### src/rtl/pp_flash_pkg.sv
package pp_flash_pkg;
  localparam logic [7:0] OPC_LOAD_B1 = 8'h84;
  localparam logic [7:0] OPC_LOAD_B2 = 8'h87;
  localparam logic [7:0] OPC_PROG_B1 = 8'h83;
  localparam logic [7:0] OPC_PROG_B2 = 8'h86;
  localparam logic [7:0] OPC_STATUS  = 8'hD7;
  localparam logic [7:0] PAD_BYTE    = 8'hFF;

  typedef enum logic [1:0] {ST_IDLE, ST_HDR, ST_DATA, ST_GAP} wr_state_t;
  typedef enum logic [1:0] {OP_FILL, OP_POLL, OP_PROG} wr_op_t;
endpackage

### src/rtl/pp_spi_shifter.sv
module pp_spi_shifter #(
  parameter int CLK_DIV = 2
) (
  input  logic       clk,
  input  logic       rst_n,
  input  logic       go,
  input  logic [7:0] tx_byte,
  input  logic       miso,
  output logic       sclk,
  output logic       mosi,
  output logic       done,
  output logic       rx_msb
);
  localparam int DIV_W = $clog2(CLK_DIV) + 1;

  logic             run;
  logic [2:0]       bit_idx;
  logic [DIV_W-1:0] div_cnt;
  logic [7:0]       sh;

  assign mosi = sh[7];

  always_ff @(posedge clk or negedge rst_n) begin
    if (!rst_n) begin
      run <= 1'b0; bit_idx <= '0; div_cnt <= '0; sh <= '0;
      sclk <= 1'b0; done <= 1'b0; rx_msb <= 1'b0;
    end else begin
      done <= 1'b0;
      if (!run) begin
        if (go) begin
          run <= 1'b1; sh <= tx_byte; bit_idx <= '0; div_cnt <= '0; sclk <= 1'b0;
        end
      end else if (div_cnt == DIV_W'(CLK_DIV - 1)) begin
        div_cnt <= '0;
        if (!sclk) begin
          sclk <= 1'b1;
          if (bit_idx == 3'd0) rx_msb <= miso;
        end else begin
          sclk <= 1'b0;
          sh   <= {sh[6:0], 1'b1};
          if (bit_idx == 3'd7) begin
            run  <= 1'b0;
            done <= 1'b1;
          end else begin
            bit_idx <= bit_idx + 3'd1;
          end
        end
      end else begin
        div_cnt <= div_cnt + DIV_W'(1);
      end
    end
  end
endmodule

### src/rtl/pp_gap_timer.sv
module pp_gap_timer #(
  parameter int CYCLES = 8
) (
  input  logic clk,
  input  logic rst_n,
  input  logic run,
  output logic expired
);
  localparam int CW = $clog2(CYCLES) + 1;
  logic [CW-1:0] cnt;

  assign expired = run && (cnt == CW'(CYCLES - 1));

  always_ff @(posedge clk or negedge rst_n) begin
    if (!rst_n)       cnt <= '0;
    else if (!run)    cnt <= '0;
    else if (!expired) cnt <= cnt + CW'(1);
  end
endmodule

### src/rtl/pingpong_flash_writer.sv
module pingpong_flash_writer
  import pp_flash_pkg::*;
#(
  parameter int PAGE_BYTES = 264,
  parameter int PAGE_W     = 11,
  parameter int CLK_DIV    = 2
) (
  input  logic              clk,
  input  logic              rst_n,
  input  logic              start,
  input  logic [PAGE_W-1:0] start_page,
  input  logic              in_valid,
  input  logic [7:0]        in_data,
  input  logic              in_last,
  output logic              in_ready,
  output logic              active,
  output logic              sclk,
  output logic              cs_n,
  output logic              mosi,
  input  logic              miso
);
  localparam int CNT_W   = $clog2(PAGE_BYTES) + 1;
  localparam int GAP_CYC = 4 * CLK_DIV;

  wr_state_t         state;
  wr_op_t            op;
  logic [1:0]        hdr_idx;
  logic [CNT_W-1:0]  byte_cnt;
  logic [PAGE_W-1:0] page;
  logic              buf_sel;
  logic              ended;
  logic              launched;
  logic              ready_q;

  logic       go;
  logic [7:0] tx_byte;
  logic [7:0] hdr_byte;
  logic       sh_done;
  logic       sh_rx_msb;
  logic       gap_done;
  logic       hdr_last;
  logic [23:0] prog_addr;

  assign prog_addr = {4'b0000, 11'(page), 9'd0};
  assign hdr_last  = (op == OP_POLL) ? (hdr_idx == 2'd1) : (hdr_idx == 2'd3);
  assign active    = (state != ST_IDLE);
  assign cs_n      = (state == ST_IDLE) || (state == ST_GAP);

  always_comb begin
    hdr_byte = 8'h00;
    unique case (op)
      OP_FILL: if (hdr_idx == 2'd0) hdr_byte = buf_sel ? OPC_LOAD_B2 : OPC_LOAD_B1;
      OP_POLL: if (hdr_idx == 2'd0) hdr_byte = OPC_STATUS;
      default: begin
        unique case (hdr_idx)
          2'd0:    hdr_byte = buf_sel ? OPC_PROG_B2 : OPC_PROG_B1;
          2'd1:    hdr_byte = prog_addr[23:16];
          2'd2:    hdr_byte = prog_addr[15:8];
          default: hdr_byte = prog_addr[7:0];
        endcase
      end
    endcase
  end

  always_comb begin
    go = 1'b0; tx_byte = 8'h00; in_ready = 1'b0;
    if (!launched) begin
      if (state == ST_HDR) begin
        go = 1'b1; tx_byte = hdr_byte;
      end else if (state == ST_DATA) begin
        if (ended) begin
          go = 1'b1; tx_byte = PAD_BYTE;
        end else begin
          in_ready = 1'b1;
          if (in_valid) begin go = 1'b1; tx_byte = in_data; end
        end
      end
    end
  end

  always_ff @(posedge clk or negedge rst_n) begin
    if (!rst_n) begin
      state <= ST_IDLE; op <= OP_FILL; hdr_idx <= '0; byte_cnt <= '0;
      page <= '0; buf_sel <= 1'b0; ended <= 1'b0; launched <= 1'b0; ready_q <= 1'b0;
    end else begin
      if (go) launched <= 1'b1;
      if (in_ready && in_valid && in_last) ended <= 1'b1;
      unique case (state)
        ST_IDLE: if (start) begin
          page <= start_page; buf_sel <= 1'b0; ended <= 1'b0;
          op <= OP_FILL; hdr_idx <= '0; state <= ST_HDR;
        end
        ST_HDR: if (sh_done) begin
          launched <= 1'b0;
          if (!hdr_last) begin
            hdr_idx <= hdr_idx + 2'd1;
          end else begin
            hdr_idx <= '0;
            unique case (op)
              OP_FILL: begin state <= ST_DATA; byte_cnt <= '0; end
              OP_POLL: begin ready_q <= sh_rx_msb; state <= ST_GAP; end
              default: begin page <= page + PAGE_W'(1); buf_sel <= ~buf_sel; state <= ST_GAP; end
            endcase
          end
        end
        ST_DATA: if (sh_done) begin
          launched <= 1'b0;
          if (byte_cnt == CNT_W'(PAGE_BYTES - 1)) state <= ST_GAP;
          else byte_cnt <= byte_cnt + CNT_W'(1);
        end
        default: if (gap_done) begin
          unique case (op)
            OP_FILL: begin op <= OP_POLL; state <= ST_HDR; end
            OP_POLL: begin op <= ready_q ? OP_PROG : OP_POLL; state <= ST_HDR; end
            default: begin
              if (ended) state <= ST_IDLE;
              else begin op <= OP_FILL; state <= ST_HDR; end
            end
          endcase
        end
      endcase
    end
  end

  pp_spi_shifter #(.CLK_DIV(CLK_DIV)) u_shift (
    .clk(clk), .rst_n(rst_n), .go(go), .tx_byte(tx_byte), .miso(miso),
    .sclk(sclk), .mosi(mosi), .done(sh_done), .rx_msb(sh_rx_msb)
  );

  pp_gap_timer #(.CYCLES(GAP_CYC)) u_gap (
    .clk(clk), .rst_n(rst_n), .run(state == ST_GAP), .expired(gap_done)
  );
endmodule

### config.mk
export PLATFORM = sky130hd
export DESIGN_NAME = pingpong_flash_writer
export DESIGN_NICKNAME = d
export VERILOG_FILES = /design/src/rtl/pp_flash_pkg.sv /design/src/rtl/pp_spi_shifter.sv /design/src/rtl/pp_gap_timer.sv /design/src/rtl/pingpong_flash_writer.sv
export SDC_FILE = /design/constraint.sdc
export NUM_CORES = 1
export LEC_CHECK = 0
export BUFFER_PORTS_ARGS = -buffer_cell sky130_fd_sc_hd__buf_2
export CAP_MARGIN = 20
export CORE_MARGIN = 2
export CORE_UTILIZATION = 45
export CTS_BUF_LIST = sky130_fd_sc_hd__clkbuf_8
export CTS_CLUSTER_SIZE = 25
export DETAILED_ROUTE_END_ITERATION = 8
export GPL_ROUTABILITY_DRIVEN = 0
export PLACE_DENSITY = 0.68
export SYNTH_ARGS = -nofsm -noshare
export SYNTH_HDL_FRONTEND = slang
export SYNTH_SLANG_ARGS = --single-unit
### constraint.sdc
create_clock -name clk -period 5.1 [get_ports clk]
set_input_delay 0 -clock clk [delete_from_list [all_inputs] [get_ports clk]]
set_output_delay 0 -clock clk [all_outputs]
set_load 0.01 [all_outputs]
**After elaboration in Yosys (flattened, before gate mapping)**

Cells that the tools add are included.

- $add $sub $neg: 6
- Equal/unequal tests: 24
- Mux-type cells: 89
- Bitwise logic cells: 3
- Reductions and logical operators: 26

Operator list:

| cell | number |
|---|---|
| two-way mux 8 bit | 11 |
| two-way mux 10 bit | 5 |
| two-way mux 11 bit | 4 |
| two-way mux 1 bit | 36 |
| two-way mux 2 bit | 16 |
| one-hot mux 8 bit (3 select lines) | 1 |
| one-hot mux 11 bit (2 select lines) | 1 |
| one-hot mux 10 bit (2 select lines) | 1 |
| two-way mux 3 bit | 6 |
| one-hot mux 8 bit (2 select lines) | 1 |
| AND reduction 4 bit | 4 |
| inequality test 2 bit (second input constant) | 7 |
| one-hot mux 2 bit (2 select lines) | 3 |
| AND reduction 6 bit | 2 |
| adder 11 x 1 -> 11 bit (second input constant) | 1 |
| adder 10 x 1 -> 10 bit (second input constant) | 1 |
| equality test 10 x 9 -> 1 bit (second input constant) | 1 |
| inequality test 2 x 1 -> 1 bit (second input constant) | 5 |
| nonzero test 2 bit | 5 |
| equality test 2 x 1 -> 1 bit (second input constant) | 4 |
| equality test 2 bit (second input constant) | 4 |
| two-way mux 4 bit | 2 |
| zero test 2 bit | 3 |
| one-hot mux 2 bit (3 select lines) | 1 |
| other kinds (16) | 23 |

- Bits in registers: 52
- Bits of input ports: 25
- Logic and storage cells: 165

**Longest topological paths before layout**

Gate-level depths: netlist (run 1).

- Depth after elaboration: 9
- Depth in mapped cells: 9
- Gate-level depth less buffers: 6

**Cells and area by module**

A second synthesis (run 1) with hierarchy kept.

- Cells, all modules: 367
- Area, all modules: 3,420.8 µm²

By module, submodules not included:

| module | instances | cells each | area an instance (µm²) |
|---|---|---|---|
| pingpong_flash_writer | 1 | 283 | 2,346.0 |
| pp_spi_shifter | 1 | 65 | 868.3 |
| pp_gap_timer | 1 | 19 | 206.4 |

**Worst setup path before layout (run 1)**

No wires, ideal clock.

- Kind: register -> register
- From: register state[1]
- To: register ended
- Library setup time: 0.078 ns
- Arrival time: 1.868 ns
- Data required time: 5.022 ns
- Path slack: 3.154 ns
- Stages on the path, launching flop included: 9
- Path buffers: 3
- Period minus slack after synthesis: 1.946 ns
- Path through: dfrtp_1 inv_1 ha_1 buf_2 buf_2 buf_2 nor4b_1 a31oi_1 a21oi_1

- Longest elaborated chain between the ends: 9
- Elaborated cells on any way between the ends: 11
- Classes of those cells: eq/ne (2); mux (6); reduce/logical (3)

Ends and longest elaborated chain:

| element | RTL line | RTL |
|---|---|---|
| start: declaration | pingpong_flash_writer.sv:25 | `wr_state_t state;` |
| start signal: assignment | pingpong_flash_writer.sv:83 | `state <= ST_IDLE; op <= OP_FILL; hdr_idx <= '0; byte_cnt <= '0;` |
| start signal: assignment | pingpong_flash_writer.sv:91 | `op <= OP_FILL; hdr_idx <= '0; state <= ST_HDR;` |
| start signal: assignment | pingpong_flash_writer.sv:100 | `OP_FILL: begin state <= ST_DATA; byte_cnt <= '0; end` |
| equality test 2 bit | pingpong_flash_writer.sv:70 | `end else if (state == ST_DATA) begin` |
| two-way mux 1 bit | pingpong_flash_writer.sv:70 |  |
| two-way mux 1 bit (*) | pingpong_flash_writer.sv:68 | `if (state == ST_HDR) begin` |
| two-way mux 1 bit (*) | pingpong_flash_writer.sv:67 | `if (!launched) begin` |
| via in_ready | pingpong_flash_writer.sv:15 | `output logic in_ready,` |
| logical AND 1 bit (*) (2 in a row) | pingpong_flash_writer.sv:87 | `if (in_ready && in_valid && in_last) ended <= 1'b1;` |
| two-way mux 1 bit (*) | pingpong_flash_writer.sv:87 |  |
| two-way mux 1 bit | pingpong_flash_writer.sv:89 | `ST_IDLE: if (start) begin` |
| two-way mux 1 bit (*) | pingpong_flash_writer.sv:88 | `unique case (state)` |
| end signal: assignment | pingpong_flash_writer.sv:84 | `page <= '0; buf_sel <= 1'b0; ended <= 1'b0; launched <= 1'b0; ready_q <= 1'b0;` |
| end signal: assignment | pingpong_flash_writer.sv:87 |  |
| end signal: assignment | pingpong_flash_writer.sv:90 | `page <= start_page; buf_sel <= 1'b0; ended <= 1'b0;` |
| end: declaration | pingpong_flash_writer.sv:31 | `logic ended;` |

The timed path passes the listed nets; every way through them passes the cells marked *.
A chain may end at the register's enable or synchronous reset.

**Final worst setup path (run 1)**

- From: register state[0]
- To: register u_shift.sh[7]

- Longest elaborated chain between the ends: 6
- Elaborated cells on any way between the ends: 12
- Classes of those cells: eq/ne (2); mux (8); reduce/logical (2)

Ends and longest elaborated chain:

| element | RTL line | RTL |
|---|---|---|
| equality test 2 bit | pingpong_flash_writer.sv:70 |  |
| two-way mux 1 bit or two-way mux 8 bit (tied branches) | pingpong_flash_writer.sv:70 |  |
| two-way mux 1 bit or two-way mux 8 bit (tied branches) | pingpong_flash_writer.sv:68 |  |
| two-way mux 1 bit or two-way mux 8 bit (tied branches) | pingpong_flash_writer.sv:67 |  |
| nonzero test 2 bit (no source line) or two-way mux 8 bit (tied branches) | -- |  |
| AND reduction 3 bit (no source line) or two-way mux 8 bit (tied branches) | -- |  |
| end signal: assignment | pp_spi_shifter.sv:40 | `sh <= {sh[6:0], 1'b1};` |
| end: declaration | pp_spi_shifter.sv:19 | `logic [7:0] sh;` |

Several ways; a longest one is shown, not always the timed one. The select of a mux whose other input is x is not followed.

==> results of run 1 <==
==> worst paths after layout <==
check	endpoint	slack, ns	depth (start not counted)	from
max	u_shift.sh[7]	2.40	6	state[0]
min	ended	0.02	3	in_last
max reg2reg	u_shift.sh[7]	2.40	6	state[0]
min reg2reg	u_gap.cnt[2]	0.51	1	u_gap.cnt[3]
max in group asynchronous	page[2]	4.31	3	rst_n
min in group asynchronous	u_shift.sh[6]	0.34	3	rst_n
==> power breakdown <==
| part | switching, mW | leakage, nW | internal [mW] |
|---|---|---|---|
| Clock | 0.143 | 0.0510 | 0.109 |
| Combinational | 0.0140 | 0.916 | 0.0146 |
| Sequential | 0.000376 | 0.667 | 0.412 |
==> cells in the final DEF, fill, tap and decap left out, drive strengths merged, types with 4 or more instances in the layout <==
master / Yosys / routed
a21oi: 22 / 22
buf: 8 / 32
nor2b: 5 / 5
mux2: 9 / 9
and3: 6 / 6
clkbuf: 9 / 6
nand2: 42 / 42
nor3: 12 / 12
mux2i: 9 / 9
and2: 4 / 4
a2bb2oi: 4 / 4
inv: 16 / 16
dlygate4sd3: 0 / 14
nand4: 9 / 9
a211oi: 4 / 4
o311ai: 4 / 4
nand2b: 9 / 9
nor2: 16 / 16
a31oi: 7 / 7
dfrtp: 52 / 52
o221ai: 4 / 4
ha: 15 / 15
o211ai: 8 / 8
o21ai: 29 / 29
nand3: 26 / 26
==> registers in the layout, summed over array words and instances (netlist names), 2 cells and up <==
register,count
op,2
state,2
page,11
u_gap.cnt,4
u_shift.sh,8
hdr_idx,2
u_shift.bit_idx,3
byte_cnt,10
u_shift.div_cnt,2
==> worst reg2reg max path, delay by kind of cell (launching register included) <==
family | cells | cell delay [ns]
buffers and inverters | 1 | 0.11
DFF | 1 | 0.41
AOI/OAI and AO/OA | 2 | 0.73
adders and majority gates | 1 | 0.74
muxes | 1 | 0.36
and+or+nand+nor | 1 | 0.24
==> synthesized netlist by cell type, types with 2 or more instances <==
cell       number  share of area
mux2_2          9          0.031
clkbuf_1        9          0.010
and3_1          6          0.011
or3_1           3         0.0057
nand3_1        26          0.039
o32ai_1         3         0.0079
mux2i_1         9          0.027
o311ai_1        3         0.0079
a22o_1          3         0.0079
nor2b_1         5         0.0094
nand4b_1        3         0.0079
o221ai_1        4          0.011
nor4_1          2         0.0038
or2_2           2         0.0038
a2bb2oi_1       4          0.011
o21ai_0        28          0.042
nand2_1        42          0.048
ha_1           15          0.057
a211oi_1        4         0.0091
a32oi_1         3         0.0079
nor2_1         16          0.018
dfrtp_1        52           0.39
inv_1          15          0.017
nor3_1         11          0.017
nand4_1         9          0.017
a31oi_1         7          0.013
nand3b_1        3         0.0068
and2_1          4         0.0075
buf_2           8          0.012
or4_1           3         0.0068
o22ai_1         2         0.0038
a21o_1          2         0.0045
o211ai_1        7          0.016
nand2b_1        9          0.017
a21oi_1        22          0.033
==> per-stage QoR <==
stage / util / worst slack (ns) / hold slack [ns]
2_1_floorplan: - / 3.154 / -0.2956
3_3_place_gp: 0.4915 / 2.534 / 0.1748
3_5_place_dp: 0.4915 / 2.456 / 0.1706
4_1_cts: 0.5240 / 2.424 / 0.01303
5_1_grt: 0.5250 / 2.189 / 0.03146
6_report: 0.5250 / 2.396 / 0.02098
==> per-layer routing <==
metal	vias up	GRT usage
met1	1452	0.3076
met5	-	0
met4	0	0.03205
met2	94	0.3340
li1	1475	-
met3	6	0.03940
==> logic make-up after synthesis <==
group | count (synthesis) | synth area share
AND/OR/NAND/NOR | 151 | 0.2376
AO/OA/AOI/OAI | 105 | 0.2128
flip-flops | 52 | 0.3923
buffers and inverters | 33 | 0.04036
multiplexers | 18 | 0.05772
adder cells (fa/ha/maj) | 15 | 0.05658
XOR/XNOR | 1 | 0.002641
==> final cells by class <==
type | instances | area [um2] | area share
Multi-Input combinational cell | 290 | 1882 | 0.4995
Tap cell | 99 | 123.9 | 0.03288
Clock inverter | 2 | 10.01 | 0.002657
Inverter | 16 | 60.06 | 0.01594
Clock buffer | 6 | 82.58 | 0.02192
Timing Repair Buffer | 46 | 307.8 | 0.08170
Sequential cell | 52 | 1301 | 0.3454
==> results.ini, run 1 <==
[logic_synthesis]
syn_avg_cell_area_um2 = 8.845
syn_nets = 415
synth-async-reset-ratio = 1.000
yosys_warnings = 0
ys_ff_latch = 52
syn_area_um2 = 3317
synthCells = 375
synth-seq-area-share = 0.3923
synthFlopType = dfrtp_1
synth_edf_count = 0
synth_cell_types = 57

[route]
met3_length_um = 398
drcViolationCount = 0
via_count = 3027
via_per_inst = 5.924
top_layer_used = met4
drt_wl_total_um = 8189
routedWlPerCell_um = 16.03
antenna_left = 0
first_iter_violations = 340
wl_met1_um = 3849
wl_met2_um = 3874
drt-pass1-iter-count = 5

[pwr]
peakVddDrop_mv = 0.1079
leakagePower_nw = 1.634
powerDensity_nw_per_um2 = 183.8
power.total_mw = 0.6926

[sta]
setup_viol = 0
tightestPinTransition_ns = 0.8826
max_slew_margin = 0.4116
rsz0062_at_grt = false
hold_viol_final = 0
setup_tns_ns = 0
finClkSkew_ns = 0.004608
period_needed_ns = 2.704
max_freq_mhz = 369.8
fin_crit_sh = 0.5302
slew_viol_final = 0

[clock_network]
cts.sinks = 52
cts_setup_buffers = 0
clk_latency_ns = 0.31
clockBufferDepth = 2
numCtsBuffers = 5
htreeDepth = 2
cts_hold_buf = 14
cts_resized = 0
cts_tree = yes
clk_pin_slew_worst_paths_ns = 0.10
root_buffer = clkbuf_8

[place]
dp.cells = 488
hpwl_um = 5705
portBuffers = 29
placed_area_um2 = 3527

[floorplan]
initial_core_util = 0.4622
core_um2 = 7176
io_pins = 30
rows = 31
die_x_um = 89.86
die-area_um2 = 8074
die-height_um = 89.86

[layout]
syn_to_final_growth_pct = 13.58
final_cell_area_um2 = 3767
final_cells = 511
drive_above_1_share = 0.1359
fin_nets = 451
fill_cells = 689
antenna_cells = 0

[setup_path]
cp_slowest_cell = ha_1
worst-path-max-fanout = 26
path_class = register to register
cp-end-kind = register
crit_family = adder cells
cp.buffers_inverters = 1
crit_chain = inv_1, ha_1, o21ai_0, a21o_1, nand2_1, mux2_2
cp.arrival_ns = 2.91
slowest_delay_ns = 0.74
critPathRequiredTime_ns = 5.30
start_kind = register

[global_route]
grt_overflow = 0
grt_pass1_wl_um = 14000
antenna_found_initial = 0
first_global_vias = 2828
grt_max_degree = 53
grtUsageTotal = 0.2104

[flow_run]
max-cap-violations = 0

[hold_path]
min_path_type = primary input to register

[status]
status = finished clean

(Power assumes the default switching activity.)
==> run 2, diff against run 1 <==
- clock period: 5.1 -> 2.7 ns (I/O delays scaled with it)
==> run 2 against run 1 <==
Count of clock-buffer cells in the layout is 1 lower; fmax is 29% higher; sequential cell count stayed put; sequential share of layout area is 0.28 points lower; clock skew is 0.0045 ns higher; clock power is 110% higher; worst setup slack worse by 1.8 ns; cell count is 0.39% higher; critical path type unchanged; highest routed layer unchanged.
==> results.ini, run 2 (synthesis results as in run 1) <==
[status]
status = finished clean

[layout]
fin_nets = 453
regArea_um2 = 1301
largest_reg_flops = 11
layout_commonest_cell = dfrtp_1
largest_register = page
drive_above_1_share = 0.1425
reg_top3 = page: 11 flops, byte_cnt: 10 flops, u_shift.sh: 8 flops
antenna_cells = 0
final_cells = 513
multi_input_area_um2 = 1882
layout_common_cells = dfrtp_1, nand2_1, buf_2, o21ai_0, nand3_1
syn_to_final_growth_pct = 14.52
fill_cells = 670

[pwr]
intPower_mw = 1.080
leakagePower_nw = 1.648
p_seq_frac = 0.570
power.total_mw = 1.367
powerDensity_nw_per_um2 = 359.9
peakVddDrop_mv = 0.2589
power_switching_mw = 0.2870
p_sw_frac = 0.2099
p_clk_frac = 0.391
p_comb_frac = 0.039

[setup_path]
worst-path-max-fanout = 21
critPathRequiredTime_ns = 2.93
r2r_setup_slack_ns = 0.60
start_kind = register
r2r_start = op[1]
r2r_cells = 4
cp-end-kind = register
path_class = register to register
crit_path_start = op[1]
cp.arrival_ns = 2.33
r2r_end = byte_cnt[3]

[place]
dp.cells = 492
hpwl_um = 5946
portBuffers = 29

[clock_network]
cts_setup_buffers = 0
numCtsBuffers = 5
cts.sinks = 52
clk_pin_slew_worst_paths_ns = 0.10
clockBufferDepth = 2
clk_latency_ns = 0.30
root_buffer = clkbuf_8
cts_tree = yes
htreeDepth = 2

[route]
via_per_inst = 5.982
antenna_left = 0
drcViolationCount = 0
drt-pass1-iter-count = 5
via_count = 3069
first_iter_violations = 226
drt_wl_total_um = 8229
routedWlPerCell_um = 16.04

[sta]
setup_tns_ns = 0
fin_crit_sh = 0.7785
max_slew_margin = 0.6033
finClkSkew_ns = 0.009142
setup_viol = 0
whs_ns = 0.02244
slew_viol_final = 0
hold_viol_final = 0
tightestPinTransition_ns = 0.5950
rsz0062_at_grt = false
period_needed_ns = 2.102
max_freq_mhz = 475.8

[hold_path]
min_path_type = primary input to register
hold_depth = 3
hold_end = ended
hp-start = in_last

[global_route]
first_global_vias = 2873
grtUsageTotal = 0.2046
antenna_found_initial = 0
grt_max_degree = 29
grt_overflow = 0
grt_pass1_wl_um = 13760

[floorplan]
io_pins = 30
die-area_um2 = 8074
rows = 31
die-height_um = 89.86
initial_core_util = 0.4622
die_x_um = 89.86
core_um2 = 7176

[flow_run]
max-cap-violations = 0

[run 2: through the flow]
stage,worst slack [ns],utilization,instance area [um2]
2_1_floorplan,0.7543,-,3317
3_3_place_gp,0.7190,0.4957,3557
3_5_place_dp,0.6371,0.4957,3557
4_1_cts,0.6059,0.5280,3789
5_1_grt,0.4553,0.5294,3799
6_report,0.5981,0.5294,3799
[run 2: power by group through the flow]
| stage | clock network, mW | logic (mW) | registers [mW] |
|---|---|---|---|
| 4_1_cts | 0.549 | 0.0536 | 0.779 |
| 5_1_grt | 0.589 | 0.0595 | 0.780 |
| 6_report | 0.534 | 0.0533 | 0.779 |
| 2_1_floorplan | 0 | 0.00186 | 0.795 |
| 3_3_place_gp | 0 | 0.0401 | 0.795 |
| 3_5_place_dp | 0 | 0.0402 | 0.795 |
[run 2: critical path, stage by stage (launching register included)]
cell      delay (ns)
dfrtp_1         0.62
nor2b_1         0.19
o211a_1         0.47
or4_1           0.61
o211ai_2        0.14
[run 2: layer usage]
layer	up-vias	routed length (um)	global-route usage
li1	1484	-	-
met1	1509	4004	0.2933
met2	72	3872	0.3390
met3	4	305	0.02598
met4	0	47	0.03462
met5	-	0	0
[run 2: final cells by class]
| class | count | share of cell area |
|---|---|---|
| clock buffer | 5 | 0.01812 |
| clock inverter | 3 | 0.01120 |
| inverter | 16 | 0.01581 |
| multi-input combinational | 290 | 0.4954 |
| sequential | 52 | 0.3426 |
| tap | 99 | 0.03261 |
| timing repair buffer | 48 | 0.08432 |
[run 2: how the worst max path moves through the flow]
stage,depth (start not counted),end,slack [ns]
6_report,4,byte_cnt[3],0.60
4_1_cts,7,byte_cnt[3],0.61
5_1_grt,7,byte_cnt[3],0.46
2_1_floorplan,8,ended,0.75
3_3_place_gp,4,byte_cnt[3],0.72
3_5_place_dp,7,byte_cnt[3],0.64
[run 2: what timing repair did]
action | 4_1_cts | 5_1_grt
hold buffers | 12 | 1
endpoints found under the hold margin | 35 | 1
gates resized for setup | 0 | 0
==> run 3, diff against run 2 <==
- clock period: 2.7 -> 2.1 ns (I/O delays scaled with it)
==> run 3 against run 2 <==
Sequential cell count did not move; worst setup slack got worse by 0.46 ns; global-route usage rose by 1.7 points; worst hold slack got worse by 0.0077 ns; utilization rose by 1.7 points; critical path depth rose by 3; power rose by 29%; critical path type unchanged; critical endpoint is now page[2]; largest power group unchanged.
==> results.ini, run 3 (synthesis results as in run 1) <==
[global_route]
antenna_found_initial = 0
first_global_vias = 2996
grt_overflow = 0
grtUsageTotal = 0.2212
grt_pass1_wl_um = 14770
grt_max_degree = 53

[layout]
final_util = 0.5468
reg_top3 = page: 11 flops, byte_cnt: 10 flops, u_shift.sh: 8 flops
syn_to_final_growth_pct = 18.29
fin_nets = 467
largest_reg_flops = 11
final_cells = 527
layout_common_cells = dfrtp_1, nand2_1, buf_2, o21ai_0, nand3_1
antenna_cells = 0
drive_above_1_share = 0.1822
layout_commonest_cell = dfrtp_1
final_cell_area_um2 = 3924
largest_register = page

[route]
drt_wl_total_um = 8500
routedWlPerCell_um = 16.13
drt-pass1-iter-count = 4
drcViolationCount = 0
first_iter_violations = 168
via_per_inst = 5.926
via_count = 3123
antenna_left = 0

[sta]
max_freq_mhz = 508.9
setup_viol = 0
period_needed_ns = 1.965
tightestPinTransition_ns = 0.6729
finClkSkew_ns = 0.005363
whs_ns = 0.01472
slew_viol_final = 0
rsz0062_at_grt = false
hold_viol_final = 0
setup_tns_ns = 0
max_slew_margin = 0.5514
fin_crit_sh = 0.9357
fin_ws_ns = 0.1351

[setup_path]
start_kind = register
critPathRequiredTime_ns = 2.35
worst-path-max-fanout = 10
cp.arrival_ns = 2.21
path_class = register to register
cp-end-kind = register

[status]
status = finished clean

[floorplan]
initial_core_util = 0.4622
die_x_um = 89.86
die-height_um = 89.86
core_um2 = 7176
io_pins = 30
rows = 31
die-area_um2 = 8074

[clock_network]
clk_latency_ns = 0.31
cts_setup_buffers = 0
clk_pin_slew_worst_paths_ns = 0.10
clockBufferDepth = 2
cts_tree = yes
htreeDepth = 2
numCtsBuffers = 5
root_buffer = clkbuf_8
cts.sinks = 52

[place]
pre_cts_ws_ns = 0.006921
hpwl_um = 6080
dp.cells = 506
portBuffers = 29
placed_area_um2 = 3662

[pwr]
leakagePower_nw = 1.721
power.total_mw = 1.761
peakVddDrop_mv = 0.3093
powerDensity_nw_per_um2 = 448.9

[hold_path]
min_path_type = primary input to register

[flow_run]
max-cap-violations = 0

run 3: repair_timing:
item / CTS / global route
endpoints found under the hold margin: 65 / 0
endpoints found under the setup margin: 0 / 19
hold buffers: 13 / 0
resized for setup: 0 / 6
run 3: area by class of cell:
cell class / instances / area [um2]
clock buffers: 5 / 68.82
clock inverters: 3 / 38.79
fillers: 658 / 3252
inverters: 16 / 60.06
multi-input cells: 290 / 1904
flip-flops and latches: 52 / 1303
well taps: 99 / 123.9
repair buffers: 62 / 425.4
run 3: path summary, 6_finish.rpt:
path,from,endpoint,slack [ns],cells after the start
max reg2reg,state[0],page[2],0.14,7
min,in_last,ended,0.01,3
max,state[0],page[2],0.14,7
min in group asynchronous,rst_n,u_shift.sh[5],0.35,3
max in group asynchronous,rst_n,page[0],1.28,3
min reg2reg,u_shift.rx_msb,ready_q,0.51,1
run 3: worst max-delay path: stages (launching register included):
cell     delay, ns
dfrtp_1       0.39
inv_1         0.09
ha_1          0.26
nor2b_1       0.17
buf_4         0.15
a21o_1        0.26
or4_1         0.49
nand3_1       0.09
run 3: routing by layer:
layer  global-route usage  part of all wire  wire, um
met3              0.03269             0.057       487
met5                    0                 0         0
met2               0.3605              0.47      3980
met1               0.3161              0.46      3947
met4              0.04487            0.0099        84
run 3: power breakdown:
part	internal (mW)	leakage, nW	switching (mW)	total (mW)
Clock	0.350	0.0593	0.341	0.691
Sequential	1.00	0.665	0.000381	1.00
Combinational	0.0343	0.996	0.0341	0.0684
